## src/rtl/cmd_periph_pkg.sv

```systemverilog
package cmd_periph_pkg;
  localparam int CMD_W = 14;
  localparam int OP_W  = 3;
  localparam int SZ_W  = 2;
  localparam int ARG_W = CMD_W - OP_W - SZ_W;

  localparam logic [OP_W-1:0] OP_READ = 3'd1;
  localparam logic [OP_W-1:0] OP_PCFG = 3'd2;
  localparam logic [OP_W-1:0] OP_GWR  = 3'd3;
  localparam logic [OP_W-1:0] OP_ARST = 3'd4;

  localparam logic [SZ_W-1:0] SZ_ALL  = 2'b11;

  typedef struct packed {
    logic [OP_W-1:0]  op;
    logic [SZ_W-1:0]  sz;
    logic [ARG_W-1:0] arg;
  } cmd_t;

  typedef enum logic [1:0] {S_IDLE, S_WDATA, S_CLKW, S_RUN} seq_e;
endpackage

```

## src/rtl/cmd_shift_rx.sv

```systemverilog
module cmd_shift_rx
  import cmd_periph_pkg::*;
(
  input  logic             clk,
  input  logic             rst,
  input  logic             sen,
  input  logic             sdi,
  output logic             word_vld,
  output logic [CMD_W-1:0] word
);
  localparam int BC_W = $clog2(CMD_W);

  logic [BC_W-1:0] bit_cnt;

  always_ff @(posedge clk) begin
    if (rst) begin
      bit_cnt  <= '0;
      word     <= '0;
      word_vld <= 1'b0;
    end else begin
      word_vld <= 1'b0;
      if (!sen) begin
        bit_cnt <= '0;
      end else begin
        word <= {word[CMD_W-2:0], sdi};
        if (bit_cnt == BC_W'(CMD_W-1)) begin
          bit_cnt  <= '0;
          word_vld <= 1'b1;
        end else begin
          bit_cnt <= bit_cnt + 1'b1;
        end
      end
    end
  end
endmodule

```

## src/rtl/cmd_col_decode.sv

```systemverilog
module cmd_col_decode
  import cmd_periph_pkg::*;
#(
  parameter int NCOL = 64
) (
  input  logic [ARG_W-1:0] start,
  input  logic [SZ_W-1:0]  size,
  output logic [NCOL-1:0]  mask
);
  localparam int SPAN_W = ARG_W + 1;

  logic [SPAN_W-1:0] lo;
  logic [SPAN_W-1:0] hi_ex;
  logic              all_cols;

  assign lo       = {1'b0, start};
  assign hi_ex    = lo + (SPAN_W'(1) << size);
  assign all_cols = (size == SZ_ALL);

  for (genvar c = 0; c < NCOL; c++) begin : g_col
    localparam logic [SPAN_W-1:0] CI = SPAN_W'(c);
    assign mask[c] = all_cols | ((CI >= lo) & (CI < hi_ex));
  end
endmodule

```

## src/rtl/cmd_clk_sel.sv

```systemverilog
module cmd_clk_sel (
  input  logic clk,
  input  logic rst,
  input  logic want_ro,
  input  logic want_acq,
  output logic ro_en,
  output logic acq_en
);
  logic [1:0] want;
  logic [1:0] cur;

  assign want = want_ro ? 2'b10 : (want_acq ? 2'b01 : 2'b00);

  always_ff @(posedge clk) begin
    if (rst)                            cur <= 2'b00;
    else if (cur != want && cur != '0)  cur <= 2'b00;
    else                                cur <= want;
  end

  assign ro_en  = cur[1];
  assign acq_en = cur[0];
endmodule

```

## src/rtl/cmd_periph_ctrl.sv

```systemverilog
module cmd_periph_ctrl
  import cmd_periph_pkg::*;
#(
  parameter int NCOL       = 64,
  parameter int RO_CYCLES  = 32,
  parameter int CFG_CYCLES = 24
) (
  input  logic             clk,
  input  logic             rst,
  input  logic             cmd_sen,
  input  logic             cmd_sdi,
  input  logic             shutter_pin,
  input  logic             pwroff_pin,
  input  logic             tpulse_pin,
  output logic [NCOL-1:0]  col_read,
  output logic [NCOL-1:0]  col_load,
  output logic             gcfg_we,
  output logic [8:0]       gcfg_addr,
  output logic [13:0]      gcfg_data,
  output logic             arr_rst,
  output logic             cfg_done,
  output logic             acq_clk_en,
  output logic             ro_clk_en,
  output logic             shutter_out,
  output logic             pwroff_out,
  output logic             tpulse_out
);
  localparam int MAXLEN = (RO_CYCLES > CFG_CYCLES) ? RO_CYCLES : CFG_CYCLES;
  localparam int CNT_W  = $clog2(MAXLEN + 1);

  logic             rx_vld;
  logic [CMD_W-1:0] rx_word;
  cmd_t             cw;
  logic [NCOL-1:0]  dec_mask;

  seq_e             state;
  logic [NCOL-1:0]  mask_r;
  logic             is_cfg;
  logic             full_r;
  logic [CNT_W-1:0] cnt;
  logic [CNT_W-1:0] last_cnt;
  logic             ro_req;

  cmd_shift_rx u_rx (
    .clk      (clk),
    .rst      (rst),
    .sen      (cmd_sen),
    .sdi      (cmd_sdi),
    .word_vld (rx_vld),
    .word     (rx_word)
  );

  assign cw = cmd_t'(rx_word);

  cmd_col_decode #(.NCOL(NCOL)) u_dec (
    .start (cw.arg),
    .size  (cw.sz),
    .mask  (dec_mask)
  );

  assign ro_req = (state == S_CLKW) || (state == S_RUN);

  cmd_clk_sel u_clk (
    .clk      (clk),
    .rst      (rst),
    .want_ro  (ro_req),
    .want_acq (shutter_out),
    .ro_en    (ro_clk_en),
    .acq_en   (acq_clk_en)
  );

  assign last_cnt = is_cfg ? CNT_W'(CFG_CYCLES - 1) : CNT_W'(RO_CYCLES - 1);

  always_ff @(posedge clk) begin
    if (rst) begin
      state     <= S_IDLE;
      mask_r    <= '0;
      is_cfg    <= 1'b0;
      full_r    <= 1'b0;
      cnt       <= '0;
      col_read  <= '0;
      col_load  <= '0;
      gcfg_we   <= 1'b0;
      gcfg_addr <= '0;
      gcfg_data <= '0;
      arr_rst   <= 1'b0;
      cfg_done  <= 1'b0;
    end else begin
      gcfg_we <= 1'b0;
      arr_rst <= 1'b0;
      case (state)
        S_IDLE: begin
          if (rx_vld) begin
            if (cw.op == OP_READ || cw.op == OP_PCFG) begin
              mask_r <= dec_mask;
              is_cfg <= (cw.op == OP_PCFG);
              full_r <= (cw.sz == SZ_ALL);
              state  <= S_CLKW;
            end else if (cw.op == OP_GWR) begin
              gcfg_addr <= cw.arg;
              state     <= S_WDATA;
            end else if (cw.op == OP_ARST) begin
              arr_rst  <= 1'b1;
              cfg_done <= 1'b0;
            end
          end
        end
        S_WDATA: begin
          if (rx_vld) begin
            gcfg_we   <= 1'b1;
            gcfg_data <= rx_word;
            state     <= S_IDLE;
          end
        end
        S_CLKW: begin
          if (ro_clk_en) begin
            state <= S_RUN;
            cnt   <= '0;
            if (is_cfg) col_load <= mask_r;
            else        col_read <= mask_r;
          end
        end
        S_RUN: begin
          if (cnt == last_cnt) begin
            state    <= S_IDLE;
            col_read <= '0;
            col_load <= '0;
            if (is_cfg && full_r) cfg_done <= 1'b1;
          end else begin
            cnt <= cnt + 1'b1;
          end
        end
        default: state <= S_IDLE;
      endcase
    end
  end

  always_ff @(posedge clk) begin
    if (rst) begin
      shutter_out <= 1'b0;
      pwroff_out  <= 1'b0;
      tpulse_out  <= 1'b0;
    end else begin
      shutter_out <= shutter_pin;
      pwroff_out  <= pwroff_pin;
      tpulse_out  <= tpulse_pin & cfg_done;
    end
  end
endmodule

```

## config.mk

```make
export PLATFORM = sky130hd
export DESIGN_NAME = cmd_periph_ctrl
export DESIGN_NICKNAME = d
export VERILOG_FILES = /design/src/rtl/cmd_periph_pkg.sv /design/src/rtl/cmd_shift_rx.sv /design/src/rtl/cmd_col_decode.sv /design/src/rtl/cmd_clk_sel.sv /design/src/rtl/cmd_periph_ctrl.sv
export SDC_FILE = /design/constraint.sdc
export NUM_CORES = 1
export LEC_CHECK = 0
export ABC_AREA = 1
export BUFFER_PORTS_ARGS = -buffer_cell sky130_fd_sc_hd__buf_2
export CELL_PAD_IN_SITES_DETAIL_PLACEMENT = 1
export CELL_PAD_IN_SITES_GLOBAL_PLACEMENT = 2
export CORE_MARGIN = 5
export CORE_UTILIZATION = 29
export CTS_CLUSTER_SIZE = 8
export DETAILED_ROUTE_END_ITERATION = 6
export PLACE_DENSITY_LB_ADDON = 0.15
export SETUP_SLACK_MARGIN = 0.3
export SLEW_MARGIN = 20
export SYNTH_ARGS = -nofsm -noshare
export SYNTH_HDL_FRONTEND = slang
export SYNTH_SLANG_ARGS = --single-unit
export TNS_END_PERCENT = 20
```

## constraint.sdc

```tcl
create_clock -name clk -period 2.2 [get_ports clk]
set_input_delay 0.44 -clock clk [delete_from_list [all_inputs] [get_ports clk]]
set_output_delay 0.44 -clock clk [all_outputs]
set_load 0.05 [all_outputs]
```

# After elaboration in Yosys (flattened, before gate mapping)
# Cells that the tools add are included.
[op_classes]
addsub = 3
multipliers = 0
div_mod_pow = 0
magnitude_cmp = 128
eq_ne = 23
shift = 1
mux = 30
bitwise = 134
reduce_logical = 21
[ops]
columns = ["operator", "n"]
rows = [
  ["less-than comparator 6 x 10 -> 1 bit, first input constant", 32],
  ["two-way mux 64 bit", 5],
  ["greater-or-equal comparator 6 x 9 -> 1 bit, first input constant", 32],
  ["one-hot mux 64 bit (2 select lines)", 2],
  ["less-than comparator 5 x 10 -> 1 bit, first input constant", 16],
  ["greater-or-equal comparator 5 x 9 -> 1 bit, first input constant", 16],
  ["less-than comparator 4 x 10 -> 1 bit, first input constant", 8],
  ["greater-or-equal comparator 4 x 9 -> 1 bit, first input constant", 8],
  ["bitwise AND 1 bit", 65],
  ["bitwise OR 1 bit", 64],
  ["less-than comparator 3 x 10 -> 1 bit, first input constant", 4],
  ["greater-or-equal comparator 3 x 9 -> 1 bit, first input constant", 4],
  ["less-than comparator 1 x 10 -> 1 bit, first input constant", 2],
  ["less-than comparator 2 x 10 -> 1 bit, first input constant", 2],
  ["greater-or-equal comparator 1 x 9 -> 1 bit, first input constant", 2],
  ["greater-or-equal comparator 2 x 9 -> 1 bit, first input constant", 2],
  ["two-way mux 2 bit", 7],
  ["two-way mux 6 bit", 2],
  ["inequality test 2 bit, second input constant", 6],
  ["one-hot mux 6 bit (2 select lines)", 1],
  ["AND reduction 4 bit", 3],
  ["adder 9 x 10 -> 10 bit", 1],
  ["two-way mux 1 bit", 10],
  ["inequality test 2 x 1 -> 1 bit, second input constant", 5],
  ["27 further kinds", 41],
]
[word_totals]
reg_bits = 252
latch_bits = 0
ramBits = 0
rom_bits = 0
in_bits = 7
out_inout_bits = 159
word_cells = 359
memories = 0

# Logic depth before layout (Yosys ltp)
# Gate-level depths: netlist of the first run.
[logic_depth]
ltp_word = 6
ltp_mapped = 18
depth_no_buf = 17

# Cells and area by module
# From an unflattened synthesis of the first run, not the netlist that was laid out.
[hier_totals]
cells_unflattened = 1897
area_unflattened_um2 = 12293.0
[modules_own_cells]
columns = ["mod", "instances", "cells_each", "area_each_um2", "seq_area_each_um2"]
rows = [
  ["cmd_periph_ctrl", 1, 1343, 9400.3, 4624.4],
  ["cmd_col_decode", 1, 461, 2130.8, 0.0],
  ["cmd_shift_rx", 1, 82, 688.2, 380.4],
  ["cmd_clk_sel", 1, 11, 73.8, 40.0],
]

# Least setup slack after synthesis of the first run
# Ideal clock, no wire load.
[synth_timing]
path_type = "flip-flop to flip-flop"
from = "register u_rx.word[1]"
to = "register mask_r[57]"
setup_time_ns = 0.128
arrival_ns = 2.232
t_required_ns = 2.072
slack_ns = -0.160
path_stages_with_launch = 16
path_buffers = 1
synth_period_minus_slack_ns = 2.360
path_cell_list = "dfxtp_1 clkinv_1 fa_1 inv_1 nand3_1 nand2_1 nand3_1 nand2_1 nand3_1 nor2_4 buf_4 nand2_1 nor2_1 nor2_1 nor2_1 nor2_1"
[synth_via]
elab_chain_len = 4
word_cells_on_any_way = 5
cone_classes = "add/sub (1); order compare (2); bitwise (2)"
[synth_lines]
columns = ["item", "line_no", "text"]
rows = [
  ["start: declaration", "cmd_shift_rx.sv:9", "output logic [CMD_W-1:0] word"],
  ["start signal: assignment", "cmd_shift_rx.sv:25", "word <= {word[CMD_W-2:0], sdi};"],
  ["adder 9 x 10 -> 10 bit", "cmd_col_decode.sv:17", "assign hi_ex = lo + (SPAN_W'(1) << size);"],
  ["less-than comparator 6 x 10 -> 1 bit", "cmd_col_decode.sv:22", "assign mask[c] = all_cols | ((CI >= lo) & (CI < hi_ex));"],
  ["bitwise AND 1 bit (*)", "cmd_col_decode.sv:22", ""],
  ["bitwise OR 1 bit (*)", "cmd_col_decode.sv:22", ""],
  ["end signal: assignment", "cmd_periph_ctrl.sv:95", "mask_r <= dec_mask;"],
  ["end: declaration", "cmd_periph_ctrl.sv:37", "logic [NCOL-1:0] mask_r;"],
]
# Mark *: on every way between the ends. The rest lies on a longest branch, timed or not.
# A chain may end at the register's enable or synchronous reset.

# Worst setup path after layout of the first run
[layout_timing]
from = "register u_rx.word[9]"
to = "register mask_r[25]"
[layout_via]
elab_chain_len = 5
word_cells_on_any_way = 6
cone_classes = "add/sub (1); order compare (1); eq/ne (1); shift (1); bitwise (2)"
[layout_lines]
columns = ["item", "line_no"]
rows = [
  ["<< shifter 1 x 2 -> 10 bit", "cmd_col_decode.sv:17"],
  ["adder 9 x 10 -> 10 bit", "cmd_col_decode.sv:17"],
  ["less-than comparator 5 x 10 -> 1 bit", "cmd_col_decode.sv:22"],
  ["bitwise AND 1 bit", "cmd_col_decode.sv:22"],
  ["bitwise OR 1 bit (*)", "cmd_col_decode.sv:22"],
]
# Marked as above.

==> results.md, run 1 <==
* Final setup fails at 64
* Sink Count at 252
* CP most frequent cell: nand3_2
* Hold Fails Final Rpt at 0
* CP max-delay cell: dfxtp_4
* GR Util met2 at 0.318
* Layout Utilization at 0.406
* Initial Util at 0.293
* Period utilization at 1.15
* Total CTS buffers at 38
* Nets at 1,908
* Most used routing layer: met2
* Comb power frac at 0.132
* Final worst slack at -0.330 ns
* Pin count of the biggest net entering global routing at 65
* Grt ovf at 0
* Ant diodes at 0
* I/O pins at 166
* ANT nets after route at 0
* R2R setup slack at -0.33 ns
* DRT Pass-1 Iters at 5
* Crit path required time at 2.61 ns
* Seq/Total Area, Yosys at 0.447
* TritonCTS clock tree: done
* Syn_nets at 1,655
* First-pass GRT wire length at 69,300 um
* Hold WC Path Type: primary input to flop
* # fillers at 4,814
* Max VDD drop at 0.444 mV
* Synth cell types at 37
* Yosys warning total at 0
* GPL Wtd Cong at 0.907
* CP Cell Sequence: buf_6 > nand2_4 > buf_6 > fa_2 > inv_2 > nand3_2 > nand2_2 > nand3_2 > nand2_2 > nand3_2 > nor2_4 > buf_4 > buf_12 > buf_16 > buf_8 > nand3_1 > nand3_1 > a21oi_1
* Critical path's largest stage delay at 0.37 ns
* Gate Count Post-Synth at 1,640
* Flops & latches, synth at 252
* CP arrival at 2.94 ns
* Net Sw Power at 3.05 mW
* Most frequent cells in the layout: inv_1 (281), dfxtp_1 (246), a21oi_1 (212)
* Worst rel slew slack at 0.504
* Std-Cell Rows at 72
* Height of the die at 207 um
* Clock tree buffer depth at 3
* Port bufs at 165
* Worst-Margin Slew at 0.742 ns
* Worst clock skew at 0.0225 ns
* Layout cells sized above 1 at 0.287
* Core area at 38,600 um2
* Max Cap Viol at 0
* Vias per cell at 4.80
* Die X at 207 um
* Via count at 11,592
* Die ar. at 43,000 um2
* Fin crit period at 2.53 ns
* Clock Power Share at 0.461
* GRT Total Usage at 0.200
* Pwr/cell area at 725 nW/um2
* Detailed Place HPWL at 33,100 um
* Drt drc at 0
* Syn Area/Cell at 6.89 um2
* Sw Ratio at 0.269
* Critical path endpoint category: flop
* Total power at 11.4 mW
* Highest clock rate at 0.395 GHz
* Vias in the first global route at 11,700
* Leakage at 6.58 nW
* RSZ-0062 raised after global routing: yes
* Crit path kind: flop to flop
* Status: finished with violations
* DR iter-0 viols at 462
* Hold buffers post-CTS at 0
* Final WL at 44,700 um
* H-tree levels at 2
* P&R area growth vs syn at 38.7%
* Seq pwr share at 0.407
* Antenna violations before repair at 0
* Multi-input logic area at 5540 um2
* Worst-path maximum fanout at 6
* Worst-path clk slew at 0.05 ns
* Commonest non-fill, non-tap cell in the layout: inv_1
* Post-synthesis cell area at 11,300 um2
* DR WL/cell at 18.5 um
* Root Buffer Master: clkbuf_16
* Critical path launch point type: flop
* Met3 Usage GRT at 0.0358
* Met1 usage at 0.283
* Internal Pwr Total at 8.30 mW
* Failing checks: negative setup slack
* Final slew viol count at 0
* Worst-Skew Late Latency at 0.55 ns
* Register area at 5060 um2
-- routing by layer --
metal | vias to the layer above | part of all wire
li1 | 5781 | -
met4 | 0 | 0.020
met5 | - | 0
met2 | 204 | 0.45
met3 | 57 | 0.038
met1 | 5550 | 0.49
-- repair_timing --
| action | CTS | global route |
|---|---|---|
| endpoints found under the setup margin | 181 | 185 |
| gates cloned | 1 | 1 |
| pin swaps | 25 | 41 |
| buffers inserted | 9 | 7 |
| gates resized for setup | 103 | 214 |
-- metrics by stage --
stage	cell area (um2)	hold slack (ns)	setup TNS (ns)	worst slack, ns	cells
floorplan	11300	0.430	0	0.0498	1640
global placement	13500	0.412	-14.10	-0.310	2353
detailed placement	13500	0.424	-18.35	-0.385	2353
CTS	15000	0.0814	-14.93	-0.316	2409
global route	15700	0.103	-22.45	-0.450	2417
finish	15700	0.108	-13.86	-0.330	2417
-- power groups by stage --
| stage | combinational (mW) | sequential (mW) | clock, mW |
|---|---|---|---|
| after global routing | 1.60 | 4.62 | 5.62 |
| after global placement | 1.16 | 4.71 | 0 |
| after detailed placement | 1.16 | 4.71 | 0 |
| after floorplan | 0.579 | 4.71 | 0 |
| final | 1.50 | 4.62 | 5.24 |
| after CTS | 1.32 | 4.62 | 5.42 |
-- worst max-delay path: cells and delay by family, from the launching register on --
family | cells | cell delay (ns)
flops | 1 | 0.37
buf+inv | 7 | 0.81
simple gates | 9 | 0.80
compound gates | 1 | 0.06
fa+ha+maj | 1 | 0.37
-- layout make-up --
cell class	count	area share
Tap cell	518	0.0414
Clock inverter	4	0.00272
Sequential cell	252	0.323
Multi-Input combinational cell	994	0.354
Inverter	296	0.0713
Timing Repair Buffer	311	0.145
Clock buffer	42	0.0630
-- logic make-up (layout without fill, tap and decap cells) --
group | count (synthesis) | count (layout) | synth area share
and+or+nand+nor | 480 | 480 | 0.181
buffers and inverters | 394 | 653 | 0.134
xor gates and xnor gates | 1 | 1 | 0.000776
AOI/OAI and AO/OA | 505 | 505 | 0.228
DFF | 252 | 252 | 0.447
adders and majority gates | 8 | 8 | 0.00953
-- flip-flops by register name (all words and copies together), names as in the netlist --
register and cells:
gcfg_addr 9, cfg_done 1, u_rx.word_vld 1, u_rx.word 14, state 2, gcfg_we 1
tpulse_out 1, u_clk.cur 2, is_cfg 1, arr_rst 1, col_read 64, pwroff_out 1
shutter_out 1, cnt 6, mask_r 64, full_r 1, col_load 64, u_rx.bit_cnt 4
gcfg_data 14
-- worst paths after layout --
kind / from / endpoint / cells past startpoint
worst min register to register: shutter_out / u_clk.cur[0] / 2
worst min-delay path: shutter_pin / shutter_out / 3
worst max-delay path: u_rx.word[9] / mask_r[25] / 18
worst max register to register: u_rx.word[9] / mask_r[25] / 18
-- cell usage after synthesis --
cell type  instances  share of area
o21ai_1            5         0.0022
nor2_1           224          0.074
clkinv_1           1        0.00033
buf_2             13         0.0058
nor2_2             1        0.00055
o22ai_1            2         0.0011
buf_1              6         0.0020
o41ai_1            1        0.00078
nor3b_1            1        0.00066
inv_1            286          0.095
o21ai_0          242           0.11
buf_6              1         0.0010
o21bai_1           2         0.0013
nand3b_1           2         0.0013
nor4_1             2         0.0011
nand3_2            1        0.00089
nand3_1          103          0.046
fa_1               1         0.0018
nor2_8             1         0.0018
a21oi_1          232           0.10
dfxtp_1          252           0.45
nand2_2            4         0.0022
a211oi_1           3         0.0020
buf_4              2         0.0013
nand4_1            6         0.0033
nor3_1            14         0.0062
nand2_1          116          0.039
o31ai_1            2         0.0013
xnor2_1            1        0.00078
nor2_4             4         0.0040
a31oi_1           14         0.0078
a31o_2             1        0.00078
clkbuf_1          76          0.025
inv_2              9         0.0030
o2111ai_1          1        0.00078
or2_2              1        0.00055
ha_1               7         0.0078
No activity file was read; power rests on OpenSTA's default activity.
==> run 2: changes to the inputs <==
CTS_CLUSTER_DIAMETER = 50   (was default)
RECOVER_POWER = 100   (was default)
REMOVE_ABC_BUFFERS = 1   (was default)
==> run 2 against run 1 <==
  * Highest routed layer unchanged
  * The flow still finishes with violations (negative setup slack)
  * Clock power rose by 14%
  * Critical path type unchanged
  * Die area did not move
  * Setup slack improved by 0.0099 ns
  * Critical path depth fell by 2
  * Largest power group unchanged
  * Final cell count fell by 1.2%
  * Sequential power barely moved
  * Flip-flop and latch count did not move
  * Non-clock buffer count fell by 42
  * First-iteration DRC count rose by 1.7%
  * Design area fell by 3.5%
  * Utilization fell by 1.4 points
==> results.md, run 2 (synthesis gave the netlist of run 1 again) <==
* # placed instances at 2,319 (-1.4%)
* Layout cells sized above 1 at 0.236 (-0.0512)
* Worst-Margin Slew at 0.823 ns (+0.0810 ns)
* Total power at 11.9 mW (+4.9%)
* GPL Wtd Cong at 0.917 (+1.1%)
* Port bufs at 165 (unchanged)
* I/O pins at 166 (unchanged)
* WL met2 at 19,100 um (-5.4%)
* Non-Filler Instances at 2,388 (-1.2%)
* Tightest hold margin at 0.104 ns (-0.00467 ns)
* Antenna violations before repair at 0 (unchanged)
* FF-to-FF path depth at 16 (-2)
* Nets at 1,869 (-2.0%)
* Worst clock skew at 0.0130 ns (-0.00949 ns)
* Metal3 WL at 1670 um (-1.2%)
* Total CTS buffers at 41 (+7.9%)
* Worst-Skew Late Latency at 0.55 ns (about the same)
* GRT Total Usage at 0.183 (-0.0172)
* Height of the die at 207 um (unchanged)
* Hold buffers post-CTS at 0 (unchanged)
* Final WL at 40,700 um (-9.0%)
* H-tree levels at 2 (unchanged)
* Most frequent cells in the layout: inv_1 (282), dfxtp_1 (248), a21oi_1 (229)
* Critical path launch point type: flop
* Drt drc at 0 (unchanged)
* Grt ovf at 0 (unchanged)
* Highest clock rate at 0.397 GHz (+0.39%)
* Status: finished with violations
* Crit path required time at 2.60 ns (about the same)
* Vias in the first global route at 11,579 (-1.0%)
* Hold Fails Final Rpt at 0 (unchanged)
* Worst-path clk slew at 0.05 ns (about the same)
* # fillers at 4,881 (+1.4%)
* P&R area growth vs syn at 33.8%
* Hold depth at 3 (unchanged)
* Initial Util at 0.293 (unchanged)
* DR iter-0 viols at 470 (+1.7%)
* Core area at 38,600 um2 (unchanged)
* CP arrival at 2.92 ns (-0.02 ns)
* Final worst slack at -0.320 ns (+0.00994 ns)
* DRT Pass-1 Iters at 5 (unchanged)
* M1 wire length at 19,000 um (-13%)
* Setup Total Neg Slack at -12.14 ns (+1.72 ns)
* Worst-path maximum fanout at 4 (-2)
* TritonCTS clock tree: done
* Std-Cell Rows at 72 (unchanged)
* Pin count of the biggest net entering global routing at 75 (+15%)
* Critical path endpoint category: flop
* RSZ-0062 raised after global routing: yes
* Top Layer Used: met4
* Largest regs: col_load (64), col_read (64), mask_r (64)
* Commonest non-fill, non-tap cell in the layout: inv_1
* Vias per cell at 4.74 (-1.2%)
* Final setup fails at 64 (unchanged)
* Detailed Place HPWL at 28,900 um (-13%)
* Ant diodes at 0 (unchanged)
* Leakage at 6.38 nW (-3.0%)
* Layout Utilization at 0.392 (-0.0143)
* DR WL/cell at 17.0 um (-7.9%)
* Period utilization at 1.15 (-0.00452)
* Max Cap Viol at 0 (unchanged)
* Fin crit period at 2.52 ns (-0.00994 ns)
* Max VDD drop at 0.470 mV (+6.0%)
* Root Buffer Master: clkbuf_16
* Hold WC Path Type: primary input to flop
* Final slew viol count at 0 (unchanged)
* Failing checks: negative setup slack
* Crit path kind: flop to flop
* First-pass GRT wire length at 64,700 um (-6.7%)
* Via count at 11,312 (-2.4%)
* ANT nets after route at 0 (unchanged)
* Sink Count at 252 (unchanged)
* Die ar. at 43,000 um2 (unchanged)
* Pwr/cell area at 788 nW/um2 (+8.7%)
* Die X at 207 um (unchanged)
* Worst rel slew slack at 0.451 (-0.0521)
* Clock tree buffer depth at 3 (unchanged)
-- run 2: cell types whose count changed in the layout (fill, tap and decap cells not counted), moves of 8 or more --
| cell | previous run | this run |
|---|---|---|
| buf_6 | 19 | 1 |
| o21ai_2 | 18 | 7 |
| nor2_1 | 199 | 208 |
| nand2_1 | 81 | 89 |
| nand3_2 | 42 | 22 |
| nand3_1 | 55 | 77 |
| a21oi_1 | 212 | 229 |
| nand2_4 | 13 | 5 |
| buf_4 | 103 | 80 |
| nor2_2 | 21 | 13 |
| a21oi_2 | 20 | 3 |
| o21ai_0 | 153 | 168 |
-- run 2: critical path, cell delays in order, from the launching register on --
cell and delay, ns:
dfxtp_4 0.35, nor2_2 0.10, ha_2 0.19, inv_2 0.04, fa_2 0.34, inv_2 0.08
nand3_2 0.09, nand2_2 0.11, nand2_1 0.07, nand2_2 0.10, nand3_2 0.18, nor2_1 0.35
nand3_1 0.13, nand2_1 0.08, nor2_1 0.04, nor2_1 0.07, nor2_1 0.05
-- run 2: final cells by class --
class                           instances  area, um2  share of cell area
Tap cell                              518        648              0.0429
Clock buffer                           53       1170              0.0776
Inverter                              296       1110              0.0737
Timing Repair Buffer                  269       1870               0.124
Multi-Input combinational cell        994       5190               0.343
Sequential cell                       252       5050               0.334
Clock inverter                          6       63.8             0.00422
-- run 2: path summary, 6_finish.rpt --
| check | from | end | slack, ns |
|---|---|---|---|
| worst min register to register | shutter_out | u_clk.cur[0] | 0.42 |
| worst max-delay path | u_rx.word[9] | mask_r[38] | -0.32 |
| worst min-delay path | shutter_pin | shutter_out | 0.10 |
| worst max register to register | u_rx.word[9] | mask_r[38] | -0.32 |
-- run 2: layer usage --
layer | GRT usage | vias to the layer above
li1 | - | 5686
met1 | 0.246 | 5354
met2 | 0.303 | 211
met3 | 0.0363 | 61
met4 | 0.0463 | 0
met5 | 0 | -
-- run 2: power by group --
part           leakage (nW)  internal [mW]  switching [mW]
clock                 0.605           3.79            2.15
combinational          3.74          0.487           0.861
sequential             2.03           4.60          0.0204
total                  6.38           8.88            3.04
-- run 2: stage by stage --
step / cell area, um2 / worst slack (ns)
6_report: 15100 / -0.320
2_1_floorplan: 10900 / -4.51
3_3_place_gp: 13300 / -0.343
5_1_grt: 15100 / -0.470
4_1_cts: 14800 / -0.287
3_5_place_dp: 13300 / -0.417
-- run 2: what timing repair did --
item	CTS	global route
endpoints found under the hold margin	0	0
gates resized for setup	48	140
gates cloned	3	2
buffers inserted	4	1
pin swaps	9	18
endpoints found under the setup margin	73	193
==> run 3: changes to the inputs <==
CORE_UTILIZATION = 34   (was 29)
clock period = 3.13 ns   (was 2.2 ns; I/O delays follow)
==> run 3 against run 2 <==
  * The run ends with max-capacitance violations left
  * Critical path depth up 1
  * Design area down 10%
  * Global-route usage grew 2.0 points
  * Final cell count is 6.2% lower
  * Via count shrank 2.8%
  * Setup slack improved by 0.69 ns
  * Critical path type unchanged
  * Largest cell class is now sequential cells
  * Highest routed layer unchanged
==> results.md, run 3 (synthesis gave the netlist of run 1 again) <==
* Status: finished with violations
* Failing checks: max-capacitance violations
* I/O pins at 166 (unchanged)
* Ant diodes at 0 (unchanged)
* DRT Pass-1 Iters at 5 (unchanged)
* Worst clock skew at 0.0113 ns (-0.00163 ns)
* Final worst slack at 0.368 ns (+0.689 ns)
* DR iter-0 viols at 406 (-14%)
* Vias in the first global route at 11,286 (-2.5%)
* CP max-delay cell: dfxtp_2
* # fillers at 4,273 (-12%)
* Worst-path clk slew at 0.05 ns (about the same)
* Tightest hold margin at 0.327 ns (+0.223 ns)
* Total CTS buffers at 39 (-4.9%)
* Net Sw Power at 1.94 mW (-36%)
* Crit path required time at 3.48 ns (+0.88 ns)
* Die X at 192 um (-7.3%)
* GPL Wtd Cong at 0.921 (+0.40%)
* DR WL/cell at 17.1 um (+0.15%)
* Min-delay src: shutter_pin
* FF-to-FF path depth at 17 (+1)
* FF-to-FF End: mask_r[8]
* Hold buffers post-CTS at 0 (unchanged)
* Critical path launch point type: flop
* Pin count of the biggest net entering global routing at 129 (+72%)
* R2R Path Start: u_rx.word[9]
* # placed instances at 2,183 (-5.9%)
* Largest regs: col_load (64), col_read (64), mask_r (64)
* Std-Cell Rows at 66 (-8.3%)
* Crit path kind: flop to flop
* ANT nets after route at 0 (unchanged)
* Sink Count at 252 (unchanged)
* Comb power frac at 0.091 (-0.022)
* Height of the die at 192 um (-7.3%)
* Fin crit period at 2.76 ns (+0.241 ns)
* Vias per cell at 4.91 (+3.6%)
* Hold WC Path Type: primary input to flop
* Seq pwr share at 0.418 (+0.030)
* Root Buffer Master: clkbuf_16
* Antenna violations before repair at 0 (unchanged)
* Non-Filler Instances at 2,241 (-6.2%)
* RSZ-0062 raised after global routing: no
* Via count at 10,995 (-2.8%)
* Pwr/cell area at 572 nW/um2 (-27%)
* Core area at 32,700 um2 (-15%)
* H-tree levels at 2 (unchanged)
* CP most frequent cell: nand2_1
* TritonCTS clock tree: done
* Final WL at 38,200 um (-6.0%)
* Clock tree buffer depth at 3 (unchanged)
* P&R area growth vs syn at 20.5%
* Critical path's largest stage delay at 0.39 ns (+0.04 ns)
* Initial Util at 0.345 (+0.0525)
* Highest clock rate at 0.362 GHz (-8.7%)
* Worst-path maximum fanout at 7 (+3)
* Worst rel slew slack at 0.00664 (-0.445)
* Worst-Margin Slew at 1.48 ns (+0.659 ns)
* Most frequent cells in the layout: inv_1 (285), dfxtp_1 (250), o21ai_0 (240)
* Internal Pwr Total at 5.84 mW (-34%)
* GRT Total Usage at 0.203 (+0.0204)
* CP Cell Sequence: nand2_1 > inv_1 > ha_1 > nand2_1 > inv_1 > nand3_2 > nand2_1 > nand2_1 > nand3_1 > nor2_4 > clkbuf_1 > clkbuf_16 > nand2_1 > nand2_1 > nor2_1 > nor2_1 > nor2_1
* Commonest non-fill, non-tap cell in the layout: inv_1
* CP arrival at 3.11 ns (+0.19 ns)
* Layout cells sized above 1 at 0.0673 (-0.169)
* Hold Fails Final Rpt at 0 (unchanged)
* Period utilization at 0.882 (-0.263)
* Worst hold endpoint: shutter_out
* First-pass GRT wire length at 60,900 um (-5.9%)
* Hold depth at 3 (unchanged)
* Final slew viol count at 0 (unchanged)
* Leakage at 5.14 nW (-20%)
* Pre-CTS WS at 0.300 ns (+0.717 ns)
* Sw Ratio at 0.249 (-0.00584)
* Multi-input logic area at 4790 um2 (-7.7%)
* Port bufs at 165 (unchanged)
* Max Cap Viol at 1 (+1)
* R2R setup slack at 0.37 ns (+0.69 ns)
* Detailed Place HPWL at 26,800 um (-7.2%)
* Worst-Skew Late Latency at 0.51 ns (-0.04 ns)
* Nets at 1,802 (-3.6%)
* Max VDD drop at 0.335 mV (-29%)
* Drt drc at 0 (unchanged)
* Clock Power Share at 0.491 (-0.008)
* Grt ovf at 0 (unchanged)
* Die ar. at 37,000 um2 (-14%)
* Critical path endpoint category: flop
* Final setup fails at 0 (-100%)
* Register area at 5050 um2 (about the same)
==> run 3: power groups by stage <==
stage	logic (mW)	clock network [mW]	registers, mW
after floorplan	0.367	0	3.32
after global placement	0.677	0	3.31
after detailed placement	0.674	0	3.31
after CTS	0.676	3.94	3.25
after global routing	0.779	4.10	3.25
final	0.712	3.82	3.25
==> run 3: metal layers <==
metal	vias up	share of wire	GRT usage	wire length (um)
met4	0	0.015	0.0428	571
met5	-	0	0	0
met2	182	0.47	0.345	18000
met1	5225	0.48	0.279	18300
met3	45	0.036	0.0266	1360
li1	5543	-	-	-
==> run 3: layout make-up <==
cell class	count	share of cell area
Inverter	296	0.0817
Multi-Input combinational cell	994	0.352
Clock buffer	51	0.0811
Timing Repair Buffer	204	0.0725
Clock inverter	2	0.000736
Sequential cell	252	0.371
Tap cell	442	0.0406
==> run 3: worst max-delay path: cells and delay by family (launching register included) <==
| family | cells | cell delay (ns) |
|---|---|---|
| DFF | 1 | 0.39 |
| and+or+nand+nor | 12 | 1.30 |
| buffers and inverters | 4 | 0.58 |
| adders and majority gates | 1 | 0.32 |
==> run 3: worst max-delay path by stage <==
| stage | from | endpoint | slack [ns] |
|---|---|---|---|
| final | u_rx.word[9] | mask_r[8] | 0.37 |
| after global routing | u_rx.word[9] | mask_r[17] | 0.15 |
| after CTS | u_rx.word[9] | mask_r[57] | 0.38 |
| after detailed placement | u_rx.word[0] | mask_r[42] | 0.30 |
| after global placement | u_rx.word[0] | mask_r[40] | 0.38 |
| after floorplan | is_cfg | col_read[0] | -3.58 |
==> run 3: metrics by stage <==
step	area (um2)	TNS (ns)	total power [mW]	utilization
2_1_floorplan	10900	-456.23	3.69	-
3_3_place_gp	12600	0	3.99	0.386
3_5_place_dp	12600	0	3.99	0.386
4_1_cts	13700	0	7.86	0.420
5_1_grt	13600	0	8.13	0.416
6_report	13600	0	7.78	0.416
==> run 3: timing repair <==
action,CTS,global route
buffers inserted,0,3
endpoints found under the setup margin,7,45
gates cloned,0,2
gates resized for setup,1,24
pin swaps,0,2
